`src/rtl/ddr2_init_pkg.sv`:
```
package ddr2_init_pkg;
  typedef enum logic [1:0] {
    CMD_NOP = 2'd0,
    CMD_PRE = 2'd1,
    CMD_REF = 2'd2,
    CMD_MRS = 2'd3
  } initCmd_e;

  typedef struct packed {
    logic issue;
    logic restart;
  } seqStrobe_t;
endpackage

```
`src/rtl/ddr2_init_ctrl.sv`:
```
module ddr2_init_ctrl
  import ddr2_init_pkg::*;
#(
  parameter int NUM_SLOTS = 14,
  parameter int WAIT_W    = 8,
  parameter int PTR_W     = $clog2(NUM_SLOTS + 1)
) (
  input  logic                        clk,
  input  logic                        rstN,
  input  logic                        startPulse,
  input  logic [NUM_SLOTS-1:0]        slotValid,
  input  logic [NUM_SLOTS*WAIT_W-1:0] slotWaitFlat,
  input  logic                        ctrlEnReq,
  input  logic                        dlCalDone,
  output seqStrobe_t                  strobe,
  output logic [PTR_W-1:0]            pickIdx,
  output logic                        initBusy,
  output logic                        initDone,
  output logic                        ctrlEnable,
  output logic                        memReady
);
  localparam int PAD = 2 ** PTR_W;

  logic [WAIT_W-1:0] waitArr [PAD];
  logic [PAD-1:0]    validPad;

  for (genvar i = 0; i < PAD; i++) begin : g_pad
    if (i < NUM_SLOTS) begin : g_real
      assign waitArr[i]  = slotWaitFlat[i*WAIT_W +: WAIT_W];
      assign validPad[i] = slotValid[i];
    end else begin : g_fill
      assign waitArr[i]  = '0;
      assign validPad[i] = 1'b0;
    end
  end

  logic [PTR_W-1:0]  ptr;
  logic [WAIT_W-1:0] cnt;
  logic              found;
  logic              advance;
  logic              startAcc;
  logic [WAIT_W-1:0] pickWait;

  // first valid slot at or after the pointer
  always_comb begin
    found   = 1'b0;
    pickIdx = '0;
    for (int i = PAD - 1; i >= 0; i--) begin
      if (validPad[i] && (PTR_W'(i) >= ptr)) begin
        found   = 1'b1;
        pickIdx = PTR_W'(i);
      end
    end
  end

  assign pickWait       = (waitArr[pickIdx] == '0) ? WAIT_W'(1) : waitArr[pickIdx];
  assign startAcc       = startPulse && !initBusy;
  assign advance        = initBusy && (cnt == WAIT_W'(1));
  assign strobe.issue   = advance && found;
  assign strobe.restart = startAcc;

  always_ff @(posedge clk) begin
    if (!rstN) begin
      initBusy <= 1'b0;
      initDone <= 1'b0;
      ptr      <= '0;
      cnt      <= WAIT_W'(1);
    end else if (startAcc) begin
      initBusy <= 1'b1;
      initDone <= 1'b0;
      ptr      <= '0;
      cnt      <= WAIT_W'(1);
    end else if (initBusy) begin
      if (advance) begin
        if (found) begin
          ptr <= pickIdx + PTR_W'(1);
          cnt <= pickWait;
        end else begin
          initBusy <= 1'b0;
          initDone <= 1'b1;
        end
      end else begin
        cnt <= cnt - WAIT_W'(1);
      end
    end
  end

  always_ff @(posedge clk) begin
    if (!rstN || startAcc) begin
      ctrlEnable <= 1'b0;
    end else if (initDone && ctrlEnReq) begin
      ctrlEnable <= 1'b1;
    end
  end

  always_ff @(posedge clk) begin
    if (!rstN || startAcc) begin
      memReady <= 1'b0;
    end else if (ctrlEnable && dlCalDone) begin
      memReady <= 1'b1;
    end
  end

  a_r8_busy_done_exclusive: assert property (@(posedge clk) disable iff (!rstN)
    !(initBusy && initDone));
  a_r4_wait_nonzero: assert property (@(posedge clk) disable iff (!rstN)
    initBusy |-> (cnt != '0));
  a_r10_enable_after_done: assert property (@(posedge clk) disable iff (!rstN)
    ctrlEnable |-> initDone);
  a_r11_ready_after_enable: assert property (@(posedge clk) disable iff (!rstN)
    memReady |-> ctrlEnable);
  a_r9_start_ignored: assert property (@(posedge clk) disable iff (!rstN)
    (initBusy && startPulse && !advance) |=> initBusy);
  a_r2_start_raises_busy: assert property (@(posedge clk) disable iff (!rstN)
    (startPulse && !initBusy) |=> (initBusy && !initDone));
endmodule

```
`src/rtl/ddr2_init_dpath.sv`:
```
module ddr2_init_dpath
  import ddr2_init_pkg::*;
#(
  parameter int NUM_SLOTS = 14,
  parameter int ADDR_W    = 14,
  parameter int PTR_W     = $clog2(NUM_SLOTS + 1),
  parameter int FIELD_W   = ADDR_W + 4
) (
  input  logic                         clk,
  input  logic                         rstN,
  input  seqStrobe_t                   strobe,
  input  logic [PTR_W-1:0]             pickIdx,
  input  logic [NUM_SLOTS*FIELD_W-1:0] slotFieldFlat,
  output logic                         csN,
  output logic                         rasN,
  output logic                         casN,
  output logic                         weN,
  output logic [1:0]                   ba,
  output logic [ADDR_W-1:0]            addr
);
  localparam int PAD     = 2 ** PTR_W;
  localparam int A10_BIT = 10;

  logic [FIELD_W-1:0] fieldArr [PAD];

  for (genvar i = 0; i < PAD; i++) begin : g_pad
    if (i < NUM_SLOTS) begin : g_real
      assign fieldArr[i] = slotFieldFlat[i*FIELD_W +: FIELD_W];
    end else begin : g_fill
      assign fieldArr[i] = '0;
    end
  end

  logic [FIELD_W-1:0] selField;
  initCmd_e           selCmd;
  logic [2:0]         strobeBits;
  logic [ADDR_W-1:0]  selAddr;

  assign selField = fieldArr[pickIdx];
  assign selCmd   = initCmd_e'(selField[FIELD_W-1 -: 2]);

  always_comb begin
    selAddr = selField[ADDR_W-1:0];
    unique case (selCmd)
      CMD_NOP: strobeBits = 3'b111;
      CMD_PRE: begin
        strobeBits       = 3'b010;
        selAddr[A10_BIT] = 1'b1;
      end
      CMD_REF: strobeBits = 3'b001;
      CMD_MRS: strobeBits = 3'b000;
      default: strobeBits = 3'b111;
    endcase
  end

  always_ff @(posedge clk) begin
    if (!rstN || strobe.restart || !strobe.issue) begin
      csN  <= 1'b1;
      rasN <= 1'b1;
      casN <= 1'b1;
      weN  <= 1'b1;
      ba   <= '0;
      addr <= '0;
    end else begin
      csN                <= 1'b0;
      {rasN, casN, weN}  <= strobeBits;
      ba                 <= selField[ADDR_W +: 2];
      addr               <= selAddr;
    end
  end

  a_r7_idle_is_nop: assert property (@(posedge clk) disable iff (!rstN)
    csN |-> (rasN && casN && weN));
  a_r7_precharge_all_banks: assert property (@(posedge clk) disable iff (!rstN)
    (!csN && !rasN && casN && !weN) |-> addr[A10_BIT]);
  a_r6_select_follows_issue: assert property (@(posedge clk) disable iff (!rstN)
    strobe.issue |=> !csN);
endmodule

```
`src/rtl/ddr2_init_seq.sv`:
```
module ddr2_init_seq
  import ddr2_init_pkg::*;
#(
  parameter int NUM_SLOTS = 14,
  parameter int WAIT_W    = 8,
  parameter int ADDR_W    = 14,
  parameter int SLOT_W    = WAIT_W + ADDR_W + 5
) (
  input  logic                        clk,
  input  logic                        rstN,
  input  logic                        startPulse,
  input  logic [NUM_SLOTS*SLOT_W-1:0] slotTable,
  input  logic                        ctrlEnReq,
  input  logic                        dlCalDone,
  output logic                        csN,
  output logic                        rasN,
  output logic                        casN,
  output logic                        weN,
  output logic [1:0]                  ba,
  output logic [ADDR_W-1:0]           addr,
  output logic                        initBusy,
  output logic                        initDone,
  output logic                        ctrlEnable,
  output logic                        memReady
);
  localparam int PTR_W   = $clog2(NUM_SLOTS + 1);
  localparam int FIELD_W = ADDR_W + 4;

  logic [NUM_SLOTS-1:0]         slotValid;
  logic [NUM_SLOTS*WAIT_W-1:0]  slotWaitFlat;
  logic [NUM_SLOTS*FIELD_W-1:0] slotFieldFlat;

  for (genvar s = 0; s < NUM_SLOTS; s++) begin : g_split
    assign slotValid[s]                        = slotTable[s*SLOT_W + SLOT_W - 1];
    assign slotWaitFlat[s*WAIT_W +: WAIT_W]    = slotTable[s*SLOT_W +: WAIT_W];
    assign slotFieldFlat[s*FIELD_W +: FIELD_W] = slotTable[s*SLOT_W + WAIT_W +: FIELD_W];
  end

  seqStrobe_t       strobe;
  logic [PTR_W-1:0] pickIdx;

  ddr2_init_ctrl #(.NUM_SLOTS(NUM_SLOTS), .WAIT_W(WAIT_W), .PTR_W(PTR_W)) ctrl_i (
    .clk(clk), .rstN(rstN), .startPulse(startPulse),
    .slotValid(slotValid), .slotWaitFlat(slotWaitFlat),
    .ctrlEnReq(ctrlEnReq), .dlCalDone(dlCalDone),
    .strobe(strobe), .pickIdx(pickIdx),
    .initBusy(initBusy), .initDone(initDone),
    .ctrlEnable(ctrlEnable), .memReady(memReady)
  );

  ddr2_init_dpath #(.NUM_SLOTS(NUM_SLOTS), .ADDR_W(ADDR_W), .PTR_W(PTR_W),
                    .FIELD_W(FIELD_W)) dpath_i (
    .clk(clk), .rstN(rstN), .strobe(strobe), .pickIdx(pickIdx),
    .slotFieldFlat(slotFieldFlat),
    .csN(csN), .rasN(rasN), .casN(casN), .weN(weN), .ba(ba), .addr(addr)
  );
endmodule

```
`config.mk`:
```
export PLATFORM = sky130hd
export DESIGN_NAME = ddr2_init_seq
export DESIGN_NICKNAME = d
export VERILOG_FILES = /design/src/rtl/ddr2_init_pkg.sv /design/src/rtl/ddr2_init_ctrl.sv /design/src/rtl/ddr2_init_dpath.sv /design/src/rtl/ddr2_init_seq.sv
export SDC_FILE = /design/constraint.sdc
export NUM_CORES = 1
export LEC_CHECK = 0
export ABC_AREA = 1
export BUFFER_PORTS_ARGS = -buffer_cell sky130_fd_sc_hd__buf_2
export CAP_MARGIN = 20
export CORE_AREA = 2 2 156 158
export CTS_CLUSTER_SIZE = 12
export DETAILED_ROUTE_END_ITERATION = 10
export DIE_AREA = 0 0 158 160
export GPL_TIMING_DRIVEN = 1
export PLACE_DENSITY = 0.52
export SLEW_MARGIN = 10
export SYNTH_ARGS = -nofsm -noshare
export SYNTH_HDL_FRONTEND = slang
export SYNTH_SLANG_ARGS = --single-unit
```
`constraint.sdc`:
```
create_clock -name clk -period 2.72 [get_ports clk]
set_clock_uncertainty 0.1 [all_clocks]
set_input_delay 0.272 -clock clk [delete_from_list [all_inputs] [get_ports clk]]
set_output_delay 0.272 -clock clk [all_outputs]
set_load 0.01 [all_outputs]
```
==> flow_summary_export.csv, run 1 <==
group,metric,value,unit
worst_setup_path,end_kind,"flip-flop",
finish,nFillCells,2739,
worst_setup_path,max_stage_delay,0.41,ns
floorplanning,die_x,158,um
synthesis,yosys_warnings,0,
power_and_ir_drop,swShare,45.7,%
timing,worstMarginPinSlew,0.550,ns
synthesis,ys_seq_elements,36,
power_and_ir_drop,power.total,4400,uW
grt,grt.overflow.total,0,
clock_network,clkTransAtPathRegs,0.07,ns
power_and_ir_drop,p_clk_share,15.7,%
timing,clock.fmax,0.371,GHz
synthesis,synth_top_area_share,15.9,%
place,hpwl,23.5,mm
worst_setup_path,worstSetupPathType,"reg -> reg",
finish,layout-drive-gt1-share,43.6,%
grt,antenna_found_initial,6,
timing,min_period,2.69,ns
worst_setup_path,timing.critical_path.from,"ctrl_i.ptr[3]$_SDFFE_PP0P_",
floorplanning,num_rows,57,
worst_setup_path,cp_max_fo,7,
synthesis,netlist_area,5470,sq um
route,firstDrtPassIters,5,
worst_setup_path,crit_arrival,2.78,ns
floorplanning,io_pins,407,
power_and_ir_drop,internal_power,2390,uW
synthesis,synth_cell_types,43,
power_and_ir_drop,irDropWorstVdd,0.244,mV
clock_network,cts.sinks,36,
clock_network,cts_max_level,2,
synthesis,synth_cells,1005,
route,wl_per_cell,19.2,um
clock_network,cts_tree,"yes",
finish,layout.nets,1839,
route,drt_iter0_drc,776,
flow_run,drv_cap,0,
worst_setup_path,cp_cell_sequence,"inv_4 > buf_4 > o211ai_4 > nand2_1 > nand2_1 > nand2_1 > nand2_2 > nand2_4 > a21boi_4 > buf_12 > clkbuf_16 > nor2_1 > o221ai_2 > nand3_1 > nand2_2 > nand2_2 > nand2_2 > inv_1",
floorplanning,die-area,25300,sq um
timing,hold_viol_final,0,
finish,fin_cells,1782,
clock_network,cts_root_buf,"clkbuf_16",
clock_network,cts_hold_buf,0,
floorplanning,core_area,23800,sq um
worst_setup_path,cp.required,2.81,ns
clock_network,numCtsBuffers,5,
finish,final_cell_mix,"406 x buf_2, 214 x nand2_1, 144 x nor2_1, 96 x nand3_1, 90 x inv_1",
timing,finalCritPeriodShare,99.0,%
status,status,"complete, no violations",
place,io_buffer_count,406,
route,drt_wl_total,34.1,mm
route,ant_nets,0,
timing,finalMaxSlewViolations,0,
worst_setup_path,r2r-start,"ctrl_i.ptr[3]$_SDFFE_PP0P_",
route,drc,0,
clock_network,clk_latency,0.29,ns
finish,area_growth,72.3,%
clock_network,clk_path_buf_depth,2,
synthesis,avgSynthCellArea,5.45,sq um
synthesis,synth_nets,1391,
power_and_ir_drop,power.switching,2010,uW
synthesis,synth_area_leader_cell,"nand2_1",
timing,relSlewSlack,63.2,%
place,place.gp.congestion,0.911,
timing,setup_viol,0,
finish,final_common_cell,"buf_2",
worst_hold_path,hp-class,"in -> reg",
place,dp.cells,1717,
timing,rsz0062_at_grt,"true",
route,vias,8775,
worst_setup_path,crit_slowest_cell,"dfxtp_4",
worst_hold_path,hold_start,"ctrlEnReq",
grt,grtUsageTotal,22.8,%
timing,tns,0,ns
power_and_ir_drop,power.density,466,nW/um^2
timing,timing.hold.ws,0.113,ns
grt,grt_pass1_wl,44.5,mm
worst_setup_path,path_common_cell,"nand2_2",
grt,grt_max_degree,64,
power_and_ir_drop,leakage,0.00490,uW
power_and_ir_drop,seq_power_share,13.2,%
floorplanning,start_util,23.0,%
synthesis,yosysSeqAreaShare,13.2,%
route,viasPerCell,4.92,
grt,grt_pass1_vias,7954,
worst_setup_path,startpoint_type,"flip-flop",
power_and_ir_drop,p_comb_share,71.1,%
floorplanning,fp.dieH,160,um
synthesis,synthTopCellsByArea,"nand2_1 16%, dfxtp_1 13%, nor2_1 11%",
[state kept, by name, summed over array words and instances (netlist names)]
register,count
dpath_i.addr,14
ctrl_i.cnt,8
ctrl_i.ptr,4
dpath_i.ba,2
ctrl_i.ctrlEnable,1
ctrl_i.initBusy,1
ctrl_i.initDone,1
ctrl_i.memReady,1
dpath_i.casN,1
dpath_i.csN,1
dpath_i.rasN,1
dpath_i.weN,1
[path summary, 6_finish.rpt]
| path | end | slack, ns | cells past startpoint |
|---|---|---|---|
| setup / recovery | dpath_i.rasN$_SDFF_PP1_ | 0.03 | 18 |
| hold / removal | ctrl_i.ctrlEnable$_SDFFE_PP0P_ | 0.11 | 3 |
| setup reg to reg | dpath_i.rasN$_SDFF_PP1_ | 0.03 | 18 |
| hold reg to reg | ctrl_i.memReady$_SDFFE_PP0P_ | 0.37 | 2 |
[cells by family (layout without fill, tap and decap cells)]
| family | after synthesis | count (layout) | share of synthesized area [%] |
|---|---|---|---|
| and+or+nand+nor | 553 | 554 | 43.6 |
| AOI/OAI and AO/OA | 238 | 238 | 25.5 |
| buffers and inverters | 172 | 620 | 16.5 |
| DFF | 36 | 36 | 13.2 |
| adders and majority gates | 3 | 3 | 0.686 |
| xor gates and xnor gates | 3 | 3 | 0.480 |
| other | 0 | 4 | 0 |
[per-layer routing]
| layer | GRT usage [%] | wire [um] | vias up |
|---|---|---|---|
| met3 | 3.07 | 2690 | 40 |
| met2 | 36.8 | 15900 | 420 |
| met1 | 32.1 | 14900 | 4049 |
| li1 | - | - | 4266 |
| met4 | 5.32 | 586 | 0 |
| met5 | 0 | 0 | - |
[power by group through the flow]
stage	clock, uW	sequential [uW]	combinational (uW)
detailed placement	0	587	2190
floorplan	0	586	1420
finish	691	579	3130
global route	726	582	3370
global placement	0	587	2200
CTS	706	577	2320
[critical path: cells and delay by family, from the launching register on]
kind / cells / cell delay, ns
AOI/OAI and AO/OA: 3 / 0.69
DFF: 1 / 0.41
and+or+nand+nor: 10 / 0.83
buffers and inverters: 5 / 0.54
[what timing repair did]
item	in CTS	in global routing
setup buffers	0	29
pin swaps	0	44
cloned	3	22
setup endpoints to repair	21	26
gates resized for setup	10	148
[through the flow]
step / util (%) / cell area [sq um] / setup slack [ns]
finish: 39.6 / 9430 / 0.0268
global route: 39.6 / 9430 / -0.150
global placement: 33.2 / 7920 / -0.0691
floorplan: - / 5470 / 0.419
detailed placement: 33.2 / 7920 / -0.126
CTS: 34.5 / 8220 / -0.0357
[Yosys cell counts (all sizes together)]
master	count
nor3	1
nand3b	21
clkinv	1
a221oi	3
nor4	2
o221ai	2
inv	96
nor2	160
a21oi	31
a31oi	23
o32ai	10
dfxtp	36
clkbuf	13
o211ai	26
xor2	3
o21bai	1
o22ai	18
o31ai	1
and2	1
a21boi	3
buf	62
nand2	238
nand4	8
or2	11
nand3	111
o21ai	120
ha	3
[cell type report]
cell class	count	area, sq um	area share (%)
diodes	4	10.0	0.106
well taps	324	405	4.30
repair buffers	515	3460	36.7
flip-flops and latches	36	733	7.77
clock inverters	3	42.5	0.451
inverters	97	377	3.99
multi-input cells	798	4280	45.4
clock buffers	5	125	1.33
(Power assumes the default switching activity.)
==> run 2: changes to the inputs <==
- ABC_AREA: 1 -> not set
- CORE_AREA: 2 2 156 158 -> 2 2 160 162
- DIE_AREA: 0 0 158 160 -> 0 0 162 164
- GPL_TIMING_DRIVEN: 1 -> 0
- PLACE_DENSITY: 0.52 -> 0.49
==> run 2 against run 1 <==
Against the previous run: the flow now finishes with violations (setup timing); global-route usage is 0.94 points higher; design area is 0.31% lower; synthesized cell count is 13% lower; synthesized area is 6.4% lower; power is 8.3% higher; register-to-register slack worse by 0.19 ns; critical path depth is 5 lower; combinational power is 16% higher; hold slack better by 0.012 ns; clock-buffer cell count stayed put.
==> flow_summary_export.csv, run 2 <==
group,metric,value,unit
status,status,"complete, but fails checks",
status,violations,"setup timing",
finish,largest-register,"dpath_i.addr",
timing,min_period,2.88,ns
power_and_ir_drop,irDropWorstVdd,0.193,mV
synthesis,async_reset_ff_share,0,%
worst_hold_path,hold_start,"ctrlEnReq",
timing,fin_ws,-0.164,ns
route,viasPerCell,4.98,
finish,design_area,9400,sq um
floorplanning,die-area,26600,sq um
synthesis,synthTopCellsByArea,"nand2_1 23%, dfxtp_1 14%, nand3_1 14%",
floorplanning,core_area,24800,sq um
grt,grt.overflow.total,0,
clock_network,cts_root_buf,"clkbuf_16",
clock_network,clk_latency,0.29,ns
worst_setup_path,worstSetupPathType,"reg -> reg",
synthesis,synth_top_flop_cell,"dfxtp_1",
finish,layout.nets,1721,
finish,largestRegisters,"dpath_i.addr (14), ctrl_i.cnt (8), ctrl_i.ptr (4)",
worst_hold_path,hp-class,"in -> reg",
clock_network,cts_max_level,2,
finish,fin_util,37.9,%
finish,final_cell_mix,"408 x buf_2, 285 x nand2_1, 116 x nand3_1, 46 x buf_4, 35 x a21oi_1",
flow_run,drv_cap,0,
timing,finalCritPeriodShare,106,%
synthesis,yosysMostFrequentCell,"nand2_1",
worst_setup_path,crit_slowest_cell,"dfxtp_4",
grt,grt_pass1_wl,47.4,mm
floorplanning,start_util,20.7,%
synthesis,synth_cell_types,68,
clock_network,clkTransAtPathRegs,0.05,ns
worst_setup_path,max_stage_delay,0.37,ns
worst_setup_path,cp_num_buf_inv,2,
timing,relSlewSlack,57.4,%
power_and_ir_drop,power.density,507,nW/um^2
clock_network,numCtsBuffers,5,
synthesis,ys_seq_elements,36,
route,firstDrtPassIters,5,
grt,grtUsageTotal,23.7,%
timing,setup_viol,23,
place,io_buffer_count,406,
synthesis,synth_top_area_share,22.7,%
grt,antenna_found_initial,3,
worst_setup_path,r2r-start,"ctrl_i.ptr[1]$_SDFFE_PP0P_",
worst_setup_path,cp.required,2.78,ns
timing,finalMaxSlewViolations,0,
floorplanning,die_x,162,um
route,wl_per_cell,20.3,um
route,vias,8291,
worst_setup_path,crit_arrival,2.95,ns
grt,grt_pass1_vias,8210,
floorplanning,io_pins,407,
synthesis,avgSynthCellArea,5.86,sq um
worst_setup_path,startpoint_type,"flip-flop",
finish,area_growth,83.4,%
timing,tns,-1.28,ns
worst_setup_path,path_depth,13,
worst_setup_path,r2r_slack,-0.16,ns
route,ant_nets,0,
worst_setup_path,end_kind,"flip-flop",
worst_setup_path,cp_cell_sequence,"or2_4 > a211oi_2 > a221o_1 > o221ai_2 > nand2_4 > buf_12 > buf_12 > mux2i_1 > nor3_1 > a311oi_2 > a31oi_1 > o21ai_1 > o31ai_2",
worst_setup_path,timing.critical_path.from,"ctrl_i.ptr[1]$_SDFFE_PP0P_",
place,place_ws,-1.20,ns
worst_setup_path,reg2regPathDepth,13,
timing,rsz0062_at_grt,"true",
synthesis,yosys_warnings,0,
timing,clock.fmax,0.347,GHz
finish,final_common_cell,"buf_2",
place,hpwl,26.6,mm
route,drc,0,
worst_setup_path,endpoint,"ctrl_i.cnt[0]$_SDFFE_PP1P_",
worst_setup_path,cp_max_fo,7,
worst_setup_path,cpLargestDelayFamily,"compound AO/OA/AOI/OAI gates",
synthesis,yosysSeqAreaShare,14.1,%
timing,worstMarginPinSlew,0.638,ns
finish,fin_cells,1664,
synthesis,netlist_area,5130,sq um
clock_network,cts_hold_buf,0,
place,placed_cell_area,7570,sq um
synthesis,synth_area_leader_cell,"nand2_1",
place,dp.cells,1611,
place,place.gp.congestion,0.884,
synthesis,synth_common_cells,"310 x nand2_1, 142 x nand3_1, 46 x a21oi_1, 41 x buf_2, 41 x mux2i_1",
synthesis,synth_nets,1261,
finish,largest_reg_flops,14,
finish,layout-drive-gt1-share,51.0,%
route,drt_wl_total,33.7,mm
clock_network,cts.sinks,36,
clock_network,clk_path_buf_depth,2,
floorplanning,num_rows,58,
worst_setup_path,path_common_cell,"buf_12",
grt,grt_max_degree,11,
timing,hold_viol_final,0,
worst_setup_path,r2r_end,"ctrl_i.cnt[0]$_SDFFE_PP1P_",
power_and_ir_drop,leakage,0.00462,uW
route,drt_iter0_drc,464,
synthesis,synth_edf_count,0,
floorplanning,fp.dieH,164,um
clock_network,cts_tree,"yes",
synthesis,synth_cells,875,
## run 2: cell count changes after synthesis, sizes merged, moves of 10 or more
cell,change
mux2i,+41
nor2,-123
o21ai,-83
nand3,+31
o211ai,-23
a311oi,+10
nor3,+13
nand3b,-19
inv,-87
nand2,+74
a21oi,+17
## run 2: where the power goes
part / internal, uW / switching (uW)
sequential: 560 / 26.4
combinational: 1680 / 1950
clock: 324 / 225
total: 2560 / 2200
## run 2: how the worst min path moves through the flow
stage                                          end  slack, ns  cells after the start
global route            ctrl_i.initBusy$_SDFF_PN0_       0.15                      2
detailed placement    ctrl_i.initDone$_SDFFE_PP0P_       0.36                      2
finish              ctrl_i.ctrlEnable$_SDFFE_PP0P_       0.13                      3
floorplan           ctrl_i.ctrlEnable$_SDFFE_PP0P_       0.32                      2
CTS                 ctrl_i.ctrlEnable$_SDFFE_PP0P_       0.11                      3
global placement      ctrl_i.memReady$_SDFFE_PP0P_       0.34                      2
## run 2: final cells by class
class | instances | area [sq um]
diodes | 1 | 2.50
plain buffers | 69 | 848
clock buffers | 5 | 125
fillers | 2766 | 15400
inverters | 10 | 43.8
multi-input cells | 758 | 4680
flip-flops and latches | 36 | 731
well taps | 330 | 413
repair buffers | 455 | 2560
## run 2: logic make-up (layout without fill, tap and decap cells)
family / after synthesis / in the layout / share of synthesized area [%]
compound gates: 172 / 172 / 22.8
flops: 36 / 36 / 14.1
simple gates: 535 / 535 / 45.0
mux: 47 / 47 / 9.54
xor+xnor: 1 / 1 / 0.171
other cells: 0 / 1 / 0
fa+ha+maj: 3 / 3 / 0.732
buf+inv: 81 / 539 / 7.74
## run 2: what timing repair did
item | CTS | global route
gates resized for setup | 220 | 136
cloned | 4 | 0
pin swaps | 49 | 62
setup endpoints to repair | 32 | 31
buffers inserted | 15 | 31
## run 2: tightest hold or removal path, stage by stage
cell	delay, ns
buf_2	0.08
a21oi_1	0.05
nor2_1	0.07
## run 2: layer usage
layer | vias up | track usage (%) | share of wire, %
met5 | - | 0 | 0.065
met4 | 4 | 8.29 | 3.1
met3 | 62 | 4.97 | 6.6
met2 | 374 | 43.7 | 51
met1 | 3856 | 27.1 | 39
li1 | 3995 | - | -
## run 2: stage by stage
| stage | hold WS, ns | total power [uW] |
|---|---|---|
| floorplan | 0.317 | 2130 |
| global placement | 0.345 | 3120 |
| detailed placement | 0.362 | 3120 |
| CTS | 0.111 | 4380 |
| global route | 0.152 | 5100 |
| finish | 0.125 | 4760 |
